**src/rtl/uart_tx_pkg.sv**
```systemverilog
package uart_tx_pkg;

  localparam int unsigned CHAR_MAX_W = 8;

  typedef enum logic [2:0] {
    ST_IDLE,
    ST_START,
    ST_DATA,
    ST_PAR,
    ST_STOP
  } tx_state_e;

  typedef struct packed {
    logic [1:0] len;
    logic       two_stop;
    logic [2:0] parity;
  } frame_cfg_t;

  function automatic logic [3:0] char_bits(input logic [1:0] len);
    return 4'd5 + {2'b00, len};
  endfunction

  // mode[0]: parity on, mode[1]: even (or stick 0), mode[2]: stick
  function automatic logic par_value(input logic [CHAR_MAX_W-1:0] d,
                                     input logic [1:0] len,
                                     input logic [2:0] mode);
    logic [CHAR_MAX_W-1:0] mask;
    mask = 8'hFF >> (2'd3 - len);
    if (mode[2]) return !mode[1];
    if (mode[1]) return ^(d & mask);
    return ~^(d & mask);
  endfunction

endpackage

```
**src/rtl/uart_tx_fifo.sv**
```systemverilog
module uart_tx_fifo #(
  parameter int W     = 8,
  parameter int DEPTH = 16
) (
  input  logic         clk,
  input  logic         rst_n,
  input  logic         flush,
  input  logic         push_valid,
  input  logic [W-1:0] push_data,
  output logic         push_ready,
  input  logic         pop,
  output logic [W-1:0] pop_data,
  output logic         empty
);
  localparam int AW = (DEPTH > 1) ? $clog2(DEPTH) : 1;
  localparam int CW = $clog2(DEPTH + 1);

  logic [W-1:0]  mem [DEPTH];
  logic [AW-1:0] wr_ptr, rd_ptr;
  logic [CW-1:0] count;
  logic          do_push, do_pop;

  assign empty      = (count == '0);
  assign push_ready = (count != CW'(DEPTH));
  assign do_push    = push_valid && push_ready && !flush;
  assign do_pop     = pop && !empty && !flush;
  assign pop_data   = mem[rd_ptr];

  function automatic logic [AW-1:0] nxt(input logic [AW-1:0] p);
    return (p == AW'(DEPTH - 1)) ? '0 : p + 1'b1;
  endfunction

  always_ff @(posedge clk) begin
    if (do_push) mem[wr_ptr] <= push_data;
  end

  always_ff @(posedge clk or negedge rst_n) begin
    if (!rst_n) begin
      wr_ptr <= '0;
      rd_ptr <= '0;
      count  <= '0;
    end else if (flush) begin
      wr_ptr <= '0;
      rd_ptr <= '0;
      count  <= '0;
    end else begin
      if (do_push) wr_ptr <= nxt(wr_ptr);
      if (do_pop)  rd_ptr <= nxt(rd_ptr);
      case ({do_push, do_pop})
        2'b10:   count <= count + 1'b1;
        2'b01:   count <= count - 1'b1;
        default: count <= count;
      endcase
    end
  end
endmodule

```
**src/rtl/uart_tx_serializer.sv**
```systemverilog
module uart_tx_serializer
  import uart_tx_pkg::*;
#(
  parameter int TPB = 16
) (
  input  logic                  clk,
  input  logic                  rst_n,
  input  logic                  tick,
  input  logic                  have_data,
  input  logic [CHAR_MAX_W-1:0] data,
  input  frame_cfg_t            cfg,
  output logic                  pop,
  output logic                  line,
  output logic                  idle
);
  localparam int CW        = $clog2(2 * TPB + 1);
  localparam int STOP_ONE  = TPB;
  localparam int STOP_HALF = TPB + TPB / 2;
  localparam int STOP_TWO  = 2 * TPB;

  tx_state_e             state;
  frame_cfg_t            fcfg;
  logic [CW-1:0]         cnt;
  logic [CW-1:0]         stop_len;
  logic [2:0]            bit_idx;
  logic [CHAR_MAX_W-1:0] shreg;
  logic                  par_bit;
  logic                  bit_end, stop_end, last_data;

  always_comb begin
    if (!fcfg.two_stop)        stop_len = CW'(STOP_ONE);
    else if (fcfg.len == 2'b0) stop_len = CW'(STOP_HALF);
    else                       stop_len = CW'(STOP_TWO);
  end

  assign bit_end   = tick && (cnt == CW'(TPB - 1));
  assign stop_end  = tick && (cnt == stop_len - 1'b1);
  assign last_data = ({1'b0, bit_idx} == char_bits(fcfg.len) - 4'd1);
  assign pop       = have_data && ((state == ST_IDLE) || ((state == ST_STOP) && stop_end));
  assign idle      = (state == ST_IDLE);

  always_comb begin
    unique case (state)
      ST_START: line = 1'b0;
      ST_DATA:  line = shreg[0];
      ST_PAR:   line = par_bit;
      default:  line = 1'b1;
    endcase
  end

  always_ff @(posedge clk or negedge rst_n) begin
    if (!rst_n) begin
      state   <= ST_IDLE;
      fcfg    <= '0;
      cnt     <= '0;
      bit_idx <= '0;
      shreg   <= '0;
      par_bit <= 1'b0;
    end else if (pop) begin
      state   <= ST_START;
      fcfg    <= cfg;
      cnt     <= '0;
      bit_idx <= '0;
      shreg   <= data;
      par_bit <= par_value(data, cfg.len, cfg.parity);
    end else begin
      unique case (state)
        ST_START: begin
          if (bit_end) begin
            cnt   <= '0;
            state <= ST_DATA;
          end else if (tick) cnt <= cnt + 1'b1;
        end
        ST_DATA: begin
          if (bit_end) begin
            cnt   <= '0;
            shreg <= shreg >> 1;
            if (last_data) state <= fcfg.parity[0] ? ST_PAR : ST_STOP;
            else           bit_idx <= bit_idx + 1'b1;
          end else if (tick) cnt <= cnt + 1'b1;
        end
        ST_PAR: begin
          if (bit_end) begin
            cnt   <= '0;
            state <= ST_STOP;
          end else if (tick) cnt <= cnt + 1'b1;
        end
        ST_STOP: begin
          if (stop_end) begin
            cnt   <= '0;
            state <= ST_IDLE;
          end else if (tick) cnt <= cnt + 1'b1;
        end
        default: cnt <= '0;
      endcase
    end
  end
endmodule

```
**src/rtl/uart_tx_line.sv**
```systemverilog
module uart_tx_line
  import uart_tx_pkg::*;
#(
  parameter int FIFO_DEPTH    = 16,
  parameter int TICKS_PER_BIT = 16
) (
  input  logic       clk,
  input  logic       rst_n,
  input  logic       tick16,
  input  logic [1:0] cfg_len,
  input  logic       cfg_two_stop,
  input  logic [2:0] cfg_parity,
  input  logic       cfg_break,
  input  logic       wr_valid,
  input  logic [7:0] wr_data,
  output logic       wr_ready,
  input  logic       fifo_flush,
  output logic       txd,
  output logic       hold_empty,
  output logic       tx_empty
);
  logic                  q_empty, q_pop, ser_line, ser_idle;
  logic [CHAR_MAX_W-1:0] q_data;
  frame_cfg_t            cfg_now;

  assign cfg_now = '{len: cfg_len, two_stop: cfg_two_stop, parity: cfg_parity};

  uart_tx_fifo #(.W(CHAR_MAX_W), .DEPTH(FIFO_DEPTH)) u_fifo (
    .clk        (clk),
    .rst_n      (rst_n),
    .flush      (fifo_flush),
    .push_valid (wr_valid),
    .push_data  (wr_data),
    .push_ready (wr_ready),
    .pop        (q_pop),
    .pop_data   (q_data),
    .empty      (q_empty)
  );

  uart_tx_serializer #(.TPB(TICKS_PER_BIT)) u_ser (
    .clk       (clk),
    .rst_n     (rst_n),
    .tick      (tick16),
    .have_data (!q_empty && !fifo_flush),
    .data      (q_data),
    .cfg       (cfg_now),
    .pop       (q_pop),
    .line      (ser_line),
    .idle      (ser_idle)
  );

  assign txd        = cfg_break ? 1'b0 : ser_line;
  assign hold_empty = q_empty;
  assign tx_empty   = q_empty && ser_idle;
endmodule

```
**config.mk**
```make
export PLATFORM = sky130hd
export DESIGN_NAME = uart_tx_line
export DESIGN_NICKNAME = d
export VERILOG_FILES = /design/src/rtl/uart_tx_pkg.sv /design/src/rtl/uart_tx_fifo.sv /design/src/rtl/uart_tx_serializer.sv /design/src/rtl/uart_tx_line.sv
export SDC_FILE = /design/constraint.sdc
export NUM_CORES = 1
export LEC_CHECK = 0
export ABC_CLOCK_PERIOD_IN_PS = 4300
export BUFFER_PORTS_ARGS = -buffer_cell sky130_fd_sc_hd__buf_2
export CORE_ASPECT_RATIO = 0.6
export CORE_MARGIN = 2
export CORE_UTILIZATION = 25
export CTS_CLUSTER_SIZE = 30
export DETAILED_ROUTE_END_ITERATION = 10
export GPL_TIMING_DRIVEN = 0
export HOLD_SLACK_MARGIN = 0.02
export REMOVE_ABC_BUFFERS = 1
export SLEW_MARGIN = 20
export SYNTH_ARGS = -nofsm -noshare
export SYNTH_HDL_FRONTEND = slang
export SYNTH_SLANG_ARGS = --single-unit
export TNS_END_PERCENT = 5
```
**constraint.sdc**
```tcl
create_clock -name clk -period 4.3 [get_ports clk]
set_input_delay 0.215 -clock clk [delete_from_list [all_inputs] [get_ports clk]]
set_output_delay 0.215 -clock clk [all_outputs]
set_load 0.005 [all_outputs]
```
==> results of run 1 <==
==> flip-flops by register name (all words and copies together) (netlist names) <==
| register | count |
|---|---|
| u_ser.shreg | 8 |
| u_fifo.mem | 128 |
| u_fifo.wr_ptr | 4 |
| u_fifo.count | 5 |
| u_ser.bit_idx | 3 |
| u_ser.fcfg | 4 |
| u_ser.par_bit | 1 |
| u_ser.state | 3 |
| u_ser.cnt | 6 |
| u_fifo.rd_ptr | 4 |
==> logic make-up after synthesis <==
group | share of synthesized area, %
AOI/OAI and AO/OA | 5.97
xor gates and xnor gates | 3.18
adders and majority gates | 1.58
buffers and inverters | 2.00
DFF | 67.3
muxes | 11.8
and+or+nand+nor | 8.16
==> power groups by stage <==
stage	sequential, W	combinational, W	clock (W)
6_report	0.00204	0.000910	0.00148
5_1_grt	0.00207	0.00101	0.00157
4_1_cts	0.00204	0.000915	0.00150
3_5_place_dp	0.00207	0.000910	0
3_3_place_gp	0.00208	0.000891	0
2_1_floorplan	0.00202	0.000670	0
==> layout make-up <==
class                   instances  area [µm²]
clock buffers                  19         433
flip-flops and latches        166        4800
fillers                      2764       19600
repair buffers                 27         173
well taps                     367         459
inverters                       6        22.5
clock inverters                12         130
multi-input cells             274        2210
==> stage by stage <==
step | util [%] | setup WS [ns] | total power [W] | cells | cell area, µm²
after floorplan | - | 0.947 | 0.00269 | 446 | 7010
after global placement | 27.3 | 0.121 | 0.00297 | 836 | 7580
after detailed placement | 27.4 | 0.615 | 0.00298 | 837 | 7630
after CTS | 29.6 | 0.598 | 0.00446 | 871 | 8230
after global routing | 29.6 | 0.230 | 0.00465 | 871 | 8230
final | 29.6 | 0.609 | 0.00442 | 871 | 8230
==> worst max-delay path: stages (launching register included) <==
cell                      delay (ns)
sky130_fd_sc_hd__dfrtp_1        0.42
sky130_fd_sc_hd__nor3b_1        0.28
sky130_fd_sc_hd__xnor2_1        0.14
sky130_fd_sc_hd__o41ai_2        0.44
sky130_fd_sc_hd__and3_1         0.75
sky130_fd_sc_hd__nand2_1        0.35
sky130_fd_sc_hd__xnor2_1        0.22
sky130_fd_sc_hd__ha_1           0.23
sky130_fd_sc_hd__o31a_1         0.25
sky130_fd_sc_hd__o32ai_1        0.27
sky130_fd_sc_hd__xnor2_1        0.16
sky130_fd_sc_hd__nor2_1         0.05
==> synth_stat cells (6+ instances only) <==
| master | n | area, µm² |
|---|---|---|
| sky130_fd_sc_hd__a22o_1 | 6 | 52.6 |
| sky130_fd_sc_hd__nor2_1 | 46 | 173 |
| sky130_fd_sc_hd__nand2_1 | 49 | 184 |
| sky130_fd_sc_hd__xor2_1 | 9 | 78.8 |
| sky130_fd_sc_hd__dfrtp_1 | 38 | 951 |
| sky130_fd_sc_hd__edfxtp_1 | 128 | 3840 |
| sky130_fd_sc_hd__o21ai_0 | 15 | 75.1 |
| sky130_fd_sc_hd__ha_1 | 9 | 113 |
| sky130_fd_sc_hd__nor3_1 | 8 | 40.0 |
| sky130_fd_sc_hd__nand3_1 | 6 | 30.0 |
| sky130_fd_sc_hd__xnor2_1 | 15 | 131 |
| sky130_fd_sc_hd__mux2i_1 | 13 | 130 |
| sky130_fd_sc_hd__a21oi_1 | 10 | 50.1 |
| sky130_fd_sc_hd__clkbuf_1 | 13 | 48.8 |
| sky130_fd_sc_hd__mux4_2 | 28 | 631 |
==> repair_timing <==
item	CTS	global route
hold buffers	3	0
setup buffers	0	0
endpoints found under the hold margin	40	0
endpoints found under the setup margin	0	0
==> per-layer routing <==
| layer | up-vias | wire length (µm) |
|---|---|---|
| met5 | - | 0 |
| met4 | 0 | 19 |
| met3 | 2 | 1510 |
| met2 | 96 | 5870 |
| met1 | 1941 | 7560 |
| li1 | 1819 | - |
==> worst max-delay path by stage <==
stage,to,slack (ns),cells past startpoint
6_report,u_fifo.count[4]$_DFFE_PN0P_,0.61,11
5_1_grt,u_fifo.count[4]$_DFFE_PN0P_,0.23,11
4_1_cts,u_fifo.count[4]$_DFFE_PN0P_,0.60,11
3_5_place_dp,u_fifo.count[4]$_DFFE_PN0P_,0.62,11
3_3_place_gp,u_ser.par_bit$_DFFE_PN0N_,0.12,8
2_1_floorplan,u_ser.par_bit$_DFFE_PN0N_,0.95,8
==> flow_metrics.py, run 1 <==
metrics = {
    "outcome": {
        "status": "completed",
    },
    "min_path": {
        "worst_hold_path_type": "in -> reg",
        "min_from": "cfg_len[1]",
        "hold_depth": 3,
        "worst_hold_path.endpoint": "u_ser.fcfg[5]$_DFFE_PN0N_",
    },
    "finish": {
        "n_antenna_cell": 0,
        "area.growth.synth_to_final_pct": 15.5,
        "final_common_cell": "sky130_fd_sc_hd__edfxtp_1",
        "commonest_non_fill_non_tap_cells_in_the_layout": "sky130_fd_sc_hd__edfxtp_1, sky130_fd_sc_hd__nand2_1, sky130_fd_sc_hd__nor2_1",
        "final_layout_size_suffix_gt1_share_pct": 19.2,
        "design.final.nets": 521,
    },
    "critical_path": {
        "worstRegToRegCells": 11,
        "critical_path_end_type": "flop",
        "critical_path_arrival_ns": 3.99,
        "timing.rr.end": "u_fifo.count[4]$_DFFE_PN0P_",
        "type_of_element_launching_the_critical_path": "flop",
        "worst-path-max-fanout": 21,
        "cp_required_ns": 4.60,
        "timing.critical_path.from": "u_ser.fcfg[4]$_DFFE_PN0N_",
        "ff2ff_setup_slack_ns": 0.61,
        "timing.setup.critical_path_class": "reg -> reg",
        "worstReg2RegStart": "u_ser.fcfg[4]$_DFFE_PN0N_",
    },
    "placement": {
        "port_buffer_count": 23,
        "post-dp-hpwl_mm": 9.98,
        "routabilityCongestion": 0.715,
    },
    "timing": {
        "maxSlewHeadroom_pct": 31.0,
        "timing.final.hold_violations": 0,
        "period_minus_slack_ns": 3.69,
        "holdWs_ns": 0.0415,
        "maxClockFrequency_mhz": 271,
        "totalNegativeSetupSlack_ns": 0,
        "max_slew.worst_pin.slew_ns": 1.03,
        "period_share_pct": 85.8,
        "clock_skews_ns": 0.0106,
        "timing.final.max_slew_violations": 0,
        "setup_repair_after_global_routing_missed_its_margin": "false",
        "final-setup-viol-count": 0,
    },
    "routing": {
        "viasPerCell": 4.43,
        "first_iter_violations": 393,
        "drc": 0,
        "drt_wl_total_mm": 15.0,
        "ant_nets": 0,
        "vias": 3858,
        "drt-pass1-iter-count": 5,
        "detail_route.wl_per_cell_um": 17.2,
    },
    "die": {
        "core-area_um2": 27800,
        "floorplan.initialDensity_pct": 25.6,
        "std_cell_rows": 47,
        "die_w_um": 222,
        "number_of_placed_i_o_pins": 24,
        "die_area_um2": 29900,
        "die_height_um": 135,
    },
    "synthesis": {
        "yosys_warnings": 0,
        "postSynth.asyncResetShare_pct": 22.9,
        "synth_enable_flop_cells": 128,
        "synth.cell_area_um2": 7130,
        "yosys_most_used_dff": "sky130_fd_sc_hd__edfxtp_1",
        "syn-instance-count": 469,
        "synth.yosys.seq_area_share_pct": 67.3,
        "synth_cell_types": 54,
        "ys_ff_latch": 166,
        "synth.avg_cell_area_um2": 15.2,
    },
    "grt": {
        "gr-max-usage-layer": "met1",
        "grt_pass1_vias": 3857,
        "grt_pass1_wl_mm": 23.2,
        "grt_usage_pct": 10.5,
        "antenna_found_initial": 0,
        "global_route.overflow_total": 0,
        "globalRouteMet3Util_pct": 3.42,
        "met1_grt_util_pct": 16.6,
        "grt_start_max_net_pins": 39,
        "use_met2_pct": 13.4,
    },
    "power_and_ir_drop": {
        "switching_share_pct": 28.9,
        "power_switching_w": 0.00128,
        "power.ir.vdd_worst_mv": 0.220,
        "comb_power_share_pct": 20.6,
        "power.density_cell_area_nw_per_um2": 537,
        "seq_power_share_pct": 46.1,
        "p_leak_nw": 2.83,
        "cellInternalPower_w": 0.00314,
        "power.clock.fraction_pct": 33.4,
    },
    "clock_tree": {
        "cts_max_path_buffers": 2,
        "clk_pin_slew_ns": 0.07,
        "cts.htree.levels": 4,
        "tritoncts.num_buffers": 17,
        "cts_sinks": 166,
        "insertion_delay_ns": 0.42,
        "clock_tree_from_tritoncts": "done",
        "post_cts_resized": 0,
        "root_buffer": "sky130_fd_sc_hd__clkbuf_16",
    },
    "job": {
        "timing.max_cap.violations": 0,
    },
}
Note: power is estimated with default switching activity, not from simulation.
==> run 2: changes to the inputs <==
--- a/config.mk
+++ b/config.mk
@@ -14,6 +14,7 @@
 export DETAILED_ROUTE_END_ITERATION = 10
 export GPL_TIMING_DRIVEN = 0
 export HOLD_SLACK_MARGIN = 0.02
+export RECOVER_POWER = 50
 export REMOVE_ABC_BUFFERS = 1
 export SLEW_MARGIN = 20
 export SYNTH_ARGS = -nofsm -noshare
==> run 2 against run 1 <==
Die area is the same. Largest cell class unchanged. The run now ends with max-capacitance violations, max-slew violations left. Global-route usage is the same. Sequential share of layout area increased by 0.089 points. Maximum frequency is essentially flat. Sequential power about the same.
==> flow_metrics.py, run 2 (synthesis gave the netlist of run 1 again) <==
metrics = {
    "critical_path": {
        "timing.critical_path.from": "u_ser.fcfg[4]$_DFFE_PN0N_",
        "timing.rr.end": "u_fifo.count[4]$_DFFE_PN0P_",
        "timing.setup.critical_path_class": "reg -> reg",
        "worst-path-max-fanout": 21,
        "path_common_cell": "sky130_fd_sc_hd__xnor2_1",
        "cp_required_ns": 4.60,
        "slowest_delay_ns": 0.75,
        "critical_path_arrival_ns": 3.99,
        "worstPathCellList": "nor3b_1 > xnor2_1 > o41ai_2 > and3_1 > nand2_1 > xnor2_1 > ha_1 > o31a_1 > o32ai_1 > xnor2_1 > nor2_1",
        "type_of_element_launching_the_critical_path": "flop",
        "critical_path_end_type": "flop",
        "worstSetupEndpoint": "u_fifo.count[4]$_DFFE_PN0P_",
        "worstRegToRegCells": 11,
        "cpMaxStageDelayCell": "sky130_fd_sc_hd__and3_1",
        "worstReg2RegStart": "u_ser.fcfg[4]$_DFFE_PN0N_",
        "ff2ff_setup_slack_ns": 0.61,
    },
    "grt": {
        "grt_start_max_net_pins": 39,
        "grt_usage_pct": 10.5,
        "grt_pass1_wl_mm": 23.2,
        "grt_pass1_vias": 3857,
        "global_route.overflow_total": 0,
        "antenna_found_initial": 0,
    },
    "finish": {
        "max_flop_register": "u_fifo.mem",
        "n_antenna_cell": 0,
        "multiInputGateArea_um2": 2210,
        "largest_register_ff_count": 128,
        "layout.core_utilization_pct": 29.5,
        "final_layout_size_suffix_gt1_share_pct": 17.3,
        "stdcell_count": 871,
        "final.fill_count": 2768,
        "final_common_cell": "sky130_fd_sc_hd__edfxtp_1",
        "area.growth.synth_to_final_pct": 15.3,
        "seq_area_um2": 4800,
        "commonest_non_fill_non_tap_cells_in_the_layout": "sky130_fd_sc_hd__edfxtp_1, sky130_fd_sc_hd__nand2_1, sky130_fd_sc_hd__nor2_1",
        "layout_top_registers": "u_fifo.mem x128, u_ser.shreg x8, u_ser.cnt x6",
        "design.final.nets": 521,
    },
    "timing": {
        "period_minus_slack_ns": 3.69,
        "setup_repair_after_global_routing_missed_its_margin": "false",
        "timing.final.hold_violations": 0,
        "max_slew.worst_pin.slew_ns": 2.12,
        "totalNegativeSetupSlack_ns": 0,
        "final-setup-viol-count": 0,
        "maxSlewHeadroom_pct": -41.1,
        "period_share_pct": 85.8,
        "finalWorstSetupSlack_ns": 0.609,
        "timing.final.max_slew_violations": 39,
        "clock_skews_ns": 0.0118,
        "maxClockFrequency_mhz": 271,
    },
    "placement": {
        "port_buffer_count": 23,
        "dp.cells": 837,
        "dp_worst_setup_slack_ns": 0.615,
        "routabilityCongestion": 0.715,
        "post-dp-hpwl_mm": 9.98,
    },
    "clock_tree": {
        "post_cts_resized": 0,
        "cts.htree.levels": 4,
        "insertion_delay_ns": 0.42,
        "tritoncts.num_buffers": 17,
        "clk_pin_slew_ns": 0.07,
        "root_buffer": "sky130_fd_sc_hd__clkbuf_16",
        "cts_max_path_buffers": 2,
        "cts_sinks": 166,
        "clock_tree_from_tritoncts": "done",
    },
    "die": {
        "core-area_um2": 27800,
        "number_of_placed_i_o_pins": 24,
        "die_height_um": 135,
        "die_w_um": 222,
        "floorplan.initialDensity_pct": 25.6,
        "std_cell_rows": 47,
        "die_area_um2": 29900,
    },
    "routing": {
        "drt-pass1-iter-count": 5,
        "drc": 0,
        "vias": 3864,
        "ant_nets": 0,
        "detail_route.wl_per_cell_um": 17.2,
        "drt_wl_total_mm": 15.0,
        "first_iter_violations": 388,
        "viasPerCell": 4.44,
    },
    "power_and_ir_drop": {
        "fin_total_pwr_w": 0.00442,
        "p_leak_nw": 2.80,
        "power.density_cell_area_nw_per_um2": 538,
        "power.ir.vdd_worst_mv": 0.221,
    },
    "outcome": {
        "status": "finished with violations",
        "violated_checks": "max-capacitance violations, max-slew violations",
    },
    "min_path": {
        "worst_hold_path_type": "in -> reg",
    },
    "job": {
        "timing.max_cap.violations": 1,
    },
}
run 2: worst max-delay path: cells and delay by family (launching register included):
kind	cells	cell delay, ns
simple gates	4	1.43
xor+xnor	3	0.52
compound gates	3	0.96
fa+ha+maj	1	0.23
flops	1	0.42
run 2: power by group:
part	total, W	switching, W	leakage, nW	internal, W
clock	0.00148	0.000624	0.275	0.000853
sequential	0.00204	0.000186	1.65	0.00185
combinational	0.000908	0.000470	0.879	0.000437
total	0.00442	0.00128	2.80	0.00314
run 2: per-stage QoR:
step / hold WS (ns) / area, µm²
6_report: 0.0408 / 8220
5_1_grt: 0.0348 / 8220
2_1_floorplan: -0.0806 / 7010
3_3_place_gp: 0.391 / 7580
4_1_cts: 0.0256 / 8230
3_5_place_dp: 0.392 / 7630
run 2: final cells by class:
cell class	instances	area share, %
flip-flops and latches	166	58.4
inverters	6	0.274
multi-input cells	274	26.9
clock inverters	12	1.58
repair buffers	27	1.95
well taps	367	5.59
clock buffers	19	5.27
run 2: what timing repair did:
item | CTS | global route
hold buffers | 3 | 0
buffers inserted | 0 | 0
endpoints found under the hold margin | 40 | 0
run 2: worst min-delay path by stage:
stage	start	to	slack, ns	depth (start not counted)
detailed placement	rst_n	u_ser.fcfg[3]$_DFFE_PN0N_	0.39	1
floorplan	rst_n	u_fifo.count[0]$_DFFE_PN0P_	-0.08	0
CTS	cfg_len[1]	u_ser.fcfg[5]$_DFFE_PN0N_	0.03	3
finish	cfg_len[1]	u_ser.fcfg[5]$_DFFE_PN0N_	0.04	3
global route	cfg_len[1]	u_ser.fcfg[5]$_DFFE_PN0N_	0.03	3
global placement	rst_n	u_ser.fcfg[3]$_DFFE_PN0N_	0.39	1
run 2: metal layers:
layer / routed length, µm / up-vias / track usage [%]
met3: 1520 / 2 / 3.42
met2: 5870 / 97 / 13.4
met4: 19 / 0 / 2.48
met1: 7570 / 1946 / 16.6
li1: - / 1819 / -
met5: 0 / - / 0
